<file path="config.mk">
export PLATFORM = sky130hd
export DESIGN_NAME = page_xlate_unit
export DESIGN_NICKNAME = d
export VERILOG_FILES = /design/src/rtl/page_xlate_unit.sv
export SDC_FILE = /design/constraint.sdc
export NUM_CORES = 1
export LEC_CHECK = 0
export BUFFER_PORTS_ARGS = -buffer_cell sky130_fd_sc_hd__buf_2
export CORE_MARGIN = 2
export CORE_UTILIZATION = 54
export CTS_CLUSTER_DIAMETER = 50
export DETAILED_ROUTE_END_ITERATION = 16
export HOLD_SLACK_MARGIN = 0.02
export MAX_ROUTING_LAYER = met4
export PLACE_DENSITY = 0.73
export REMOVE_ABC_BUFFERS = 1
export SLEW_MARGIN = 25
export SYNTH_ARGS = -nofsm -noshare
export SYNTH_HDL_FRONTEND = slang
export SYNTH_SLANG_ARGS = --single-unit
</file>
<file path="constraint.sdc">
create_clock -name clk -period 3.4 [get_ports clk]
set_input_delay 0.17 -clock clk [delete_from_list [all_inputs] [get_ports clk]]
set_output_delay 0.17 -clock clk [all_outputs]
set_load 0.01 [all_outputs]
</file>
<file path="src/rtl/page_xlate_unit.sv">
module page_xlate_unit #(
  parameter int VA_W  = 16,
  parameter int OFS_W = 12,
  parameter int PFN_W = 3
) (
  input  logic                   clk,
  input  logic                   rst_n,
  input  logic                   req_valid,
  input  logic [VA_W-1:0]        req_vaddr,
  input  logic                   req_write,
  output logic                   resp_valid,
  output logic [PFN_W+OFS_W-1:0] resp_paddr,
  output logic                   resp_uncached,
  output logic                   pf_fault,
  output logic                   prot_fault,
  output logic [VA_W-OFS_W-1:0]  fault_vpn,
  output logic                   fault_write,
  input  logic                   tbl_we,
  input  logic [VA_W-OFS_W-1:0]  tbl_idx,
  input  logic [PFN_W-1:0]       tbl_pfn,
  input  logic                   tbl_present,
  input  logic                   tbl_rd_ok,
  input  logic                   tbl_wr_ok,
  input  logic                   tbl_modified,
  input  logic                   tbl_referenced,
  input  logic                   tbl_nocache,
  input  logic                   ref_clear,
  input  logic [VA_W-OFS_W-1:0]  insp_idx,
  output logic                   insp_modified,
  output logic                   insp_referenced
);
  localparam int VPN_W   = VA_W - OFS_W;
  localparam int ENTRIES = 1 << VPN_W;
  localparam int PA_W    = PFN_W + OFS_W;

  logic [PFN_W-1:0]   pfn_q [ENTRIES];
  logic [ENTRIES-1:0] pres_q, rd_q, wr_q, mod_q, ref_q, nc_q;

  wire [VPN_W-1:0] vpn     = req_vaddr[VA_W-1:OFS_W];
  wire             absent  = !pres_q[vpn];
  wire             perm_ok = req_write ? wr_q[vpn] : rd_q[vpn];
  wire             go      = req_valid && !absent && perm_ok;

  assign insp_modified   = mod_q[insp_idx];
  assign insp_referenced = ref_q[insp_idx];

  always_ff @(posedge clk) begin
    if (!rst_n) begin
      pres_q <= '0;
      rd_q   <= '0;
      wr_q   <= '0;
      mod_q  <= '0;
      ref_q  <= '0;
      nc_q   <= '0;
      for (int i = 0; i < ENTRIES; i++) pfn_q[i] <= '0;
    end else begin
      if (ref_clear) ref_q <= '0;
      if (go) begin
        ref_q[vpn] <= 1'b1;
        if (req_write) mod_q[vpn] <= 1'b1;
      end
      if (tbl_we) begin
        pfn_q[tbl_idx]  <= tbl_pfn;
        pres_q[tbl_idx] <= tbl_present;
        rd_q[tbl_idx]   <= tbl_rd_ok;
        wr_q[tbl_idx]   <= tbl_wr_ok;
        mod_q[tbl_idx]  <= tbl_modified;
        ref_q[tbl_idx]  <= tbl_referenced;
        nc_q[tbl_idx]   <= tbl_nocache;
      end
    end
  end

  always_ff @(posedge clk) begin
    if (!rst_n) begin
      resp_valid    <= 1'b0;
      resp_paddr    <= '0;
      resp_uncached <= 1'b0;
      pf_fault      <= 1'b0;
      prot_fault    <= 1'b0;
      fault_vpn     <= '0;
      fault_write   <= 1'b0;
    end else begin
      resp_valid    <= go;
      pf_fault      <= req_valid && absent;
      prot_fault    <= req_valid && !absent && !perm_ok;
      resp_paddr    <= go ? {pfn_q[vpn], req_vaddr[OFS_W-1:0]} : '0;
      resp_uncached <= go && nc_q[vpn];
      if (req_valid && !go) begin
        fault_vpn   <= vpn;
        fault_write <= req_write;
      end
    end
  end


  one_outcome_chk: assert property (@(posedge clk) disable iff (!rst_n)
    req_valid |=> $countones({resp_valid, pf_fault, prot_fault}) == 1);

  idle_quiet_chk: assert property (@(posedge clk) disable iff (!rst_n)
    !req_valid |=> !resp_valid && !pf_fault && !prot_fault);

  offset_kept_chk: assert property (@(posedge clk) disable iff (!rst_n)
    resp_valid |-> resp_paddr[OFS_W-1:0] == $past(req_vaddr[OFS_W-1:0]));

  fault_vpn_chk: assert property (@(posedge clk) disable iff (!rst_n)
    (pf_fault || prot_fault) |-> fault_vpn == $past(req_vaddr[VA_W-1:OFS_W]));

  fault_no_mod_chk: assert property (@(posedge clk) disable iff (!rst_n)
    (req_valid && !go && !tbl_we) |=> $stable(mod_q));

  wipe_chk: assert property (@(posedge clk) disable iff (!rst_n)
    (ref_clear && !req_valid && !tbl_we) |=> ref_q == '0 && $stable(mod_q));
endmodule

</file>
==> impl_metrics.csv <==
group,metric,value,unit
critical_path,cp.arrival,2.80,ns
timing,hold_violations,0,
route,drt_iter0_markers,473,
route,wl_per_cell,20.1,um
clock_tree,clockRootBuffer,"clkbuf_16",
timing,post-route-period-util,72.2,%
critical_path,critPathMaxFanout,32,
route,drc,0,
floorplan,fp.dieH,121,um
cells_and_area,multi_input_area,3220,sq um
timing,layout_min_cycle_time,2.46,ns
floorplan,num_io_pins,65,
critical_path,cp-end-kind,"flip-flop",
cells_and_area,final_nets,737,
floorplan,design.core.area,13300,sq um
clock_tree,cts_made_buffers,17,
timing,finClkSkew,0.00850,ns
critical_path,r2r-start,"rd_q[6]",
synthesis,synth_area_leaders,"dfxtp_1, edfxtp_1, mux4_2",
floorplan,die_x,121,um
power,ir_drop,0.325,mV
critical_path,cp-startpoint,"req_vaddr[12]",
power,power.internal,3340,uW
cells_and_area,seqCellArea,3840,sq um
clock_tree,cts_resized,0,
timing,fin_setup_tns,0,ns
power,power.leakage,0.00319,uW
synthesis,synth_top_area_cell,"dfxtp_1",
power,power.total,4360,uW
cells_and_area,drive_gt1_share,20.4,%
timing,relSlewSlack,35.2,%
timing,final_max_slew_viol_count,0,
timing,rsz0062_at_grt,"no",
placed_design,numPortBuffers,64,
route,viasPerCell,6.14,
synthesis,synth_seq_area_share,52.1,%
floorplan,fp.dieArea,14600,sq um
critical_path,critPathBufInv,2,
synthesis,yosys.cell_types.count,35,
worst_hold_path,worstHoldStart,"tbl_modified",
floorplan,start_util,55.5,%
clock_tree,cts_sinks,168,
critical_path,worstPathCellList,"buf_2 -> mux4_2 -> a22oi_1 -> and3_1 -> nor3b_4 -> buf_4 -> nand4_1 -> a31oi_1",
clock_tree,post_cts_buffers,0,
critical_path,cp.required,3.75,ns
critical_path,path_class,"input port to flip-flop",
timing,worst_pin_slew,0.965,ns
cells_and_area,area_delta_synth_final,14.0,%
power,pwr-share-seq,49.0,%
placed_design,pre_cts_ws,0.563,ns
route,ant_nets,0,
clock_tree,path_clk_slew,0.07,ns
timing,finalSetupViolCount,0,
synthesis,ys_ff_latch,168,
timing,setup_ws,0.944,ns
power,power_per_cell_area,518,nW/um^2
run,cap_violations,0,
route,wl,17800,um
clock_tree,cts_tree,"built",
global_route,overflow,0,
global_route,grt_first_pass_wirelength,28300,um
placed_design,hpwlAfterDp,12500,um
global_route,grt_pass1_vias,5307,
route,firstDrtPassIters,5,
global_route,antenna_found_initial,0,
timing,timing.fmax,407,MHz
outcome,outcome,"completed",
clock_tree,insertion_delay,0.43,ns
synthesis,yosysWarnings,0,
power,p_sw,1020,uW
placed_design,gp_congestion,0.954,
power,clkPwrFrac,43.8,%
clock_tree,clk_path_buf_depth,2,
clock_tree,cts_htree_levels,4,
timing,hold_ws,0.193,ns
power,power.share.switching,23.5,%
floorplan,num_rows,42,
worst_hold_path,min-delay-path-class,"input port to flip-flop",
power,pwr-share-comb,7.2,%
synthesis,mappedNetlistArea,7380,sq um
route,vias,5450,
cells_and_area,diodes,0,
critical_path,startpoint_type,"input port",
synthesis,netlist_instances,642,
synthesis,synth_top_cell_area_share,32.5,%
cells_and_area,fill_cells,1020,
critical_path,critPathTopFamily,"buffers and inverters",
critical_path,slowest_delay,0.62,ns
cells_and_area,fin_util,63.3,%
global_route,grt.total_usage,26.2,%
critical_path,cp_slowest_cell,"buf_2",
global_route,grt_max_degree,45,
synthesis,avgSynthCellArea,11.5,sq um
==> worst register-to-register path, stage by stage, from the launching register on <==
cell and delay [ns]:
dfxtp_1 0.40, mux4_2 0.26, mux2i_1 0.06, o211a_1 0.27
nor3b_4 0.47, buf_4 0.42, nand4_1 0.17, a31oi_1 0.21
==> cell usage in the layout (no fill, tap or decap), drive strengths merged, types with 18 or more instances in the layout <==
master / count
dfxtp: 120
edfxtp: 48
nand2b: 18
nand2: 26
a21oi: 32
mux4: 40
clkbuf: 20
and2: 82
inv: 24
buf: 68
a22o: 64
nor2: 35
o21ai: 32
==> Yosys cell counts (all sizes together) <==
library cell / count
dfxtp: 120
and2: 82
a22o: 64
edfxtp: 48
mux4: 40
nor2: 35
a21oi: 32
o21ai: 32
nand2: 26
clkbuf: 24
buf: 19
inv: 18
nand2b: 18
nand4: 17
a31oi: 16
o21a: 10
nand3: 7
nor2b: 6
nor3: 6
nor3b: 6
mux2: 4
a22oi: 3
a221oi: 2
and2b: 1
and3: 1
and3b: 1
clkinv: 1
mux2i: 1
o2111a: 1
o211a: 1
==> stage by stage <==
stage	cell area, sq um	cells
2_1_floorplan	7130	599
3_5_place_dp	7700	843
3_3_place_gp	7700	843
6_report	8410	887
4_1_cts	8410	887
5_1_grt	8410	887
==> state kept, by name, indices dropped and copies added (netlist names) <==
name and cells:
nc_q 16, pf_fault 1, ref_q 16, pres_q 16
wr_q 16, resp_paddr 15, fault_vpn 4, mod_q 16
prot_fault 1, rd_q 16, pfn_q 48, resp_valid 1
resp_uncached 1, fault_write 1
==> worst paths after layout <==
check	to	slack, ns	cells past startpoint
worst max-delay path	ref_q[3]	0.94	8
worst min register to register	nc_q[3]	0.48	1
worst max register to register	ref_q[3]	1.06	7
worst min-delay path	mod_q[11]	0.19	3
==> routing by layer <==
metal | wire, um | up-vias | track usage, %
li1 | - | 2497 | -
met1 | 7210 | 2613 | 33.8
met2 | 8600 | 308 | 41.2
met3 | 1730 | 32 | 6.44
met4 | 291 | 0 | 8.21
met5 | 0 | - | -
==> logic make-up after synthesis <==
family | share of synthesized area, %
simple gates | 15.5
flops | 52.1
compound gates | 15.1
buf+inv | 4.32
mux | 13.0
==> area by class of cell <==
class	instances	area share (%)
inverter	19	0.848
sequential	168	45.7
multi-input combinational	412	38.3
timing repair buffer	80	5.59
tap	176	2.62
clock inverter	12	1.31
clock buffer	20	5.68
==> power groups by stage <==
stage / clock network (uW) / logic [uW] / registers, uW
after floorplan: 0 / 153 / 2170
final: 1910 / 314 / 2130
after global routing: 2010 / 337 / 2140
after global placement: 0 / 287 / 2180
after detailed placement: 0 / 296 / 2180
after CTS: 1940 / 309 / 2130
==> timing repair <==
| item | in CTS | in global routing |
|---|---|---|
| hold buffers | 12 | 0 |
| endpoints found under the hold margin | 12 | 0 |
| endpoints found under the setup margin | 0 | 0 |
Note: power is estimated with default switching activity, not from simulation.
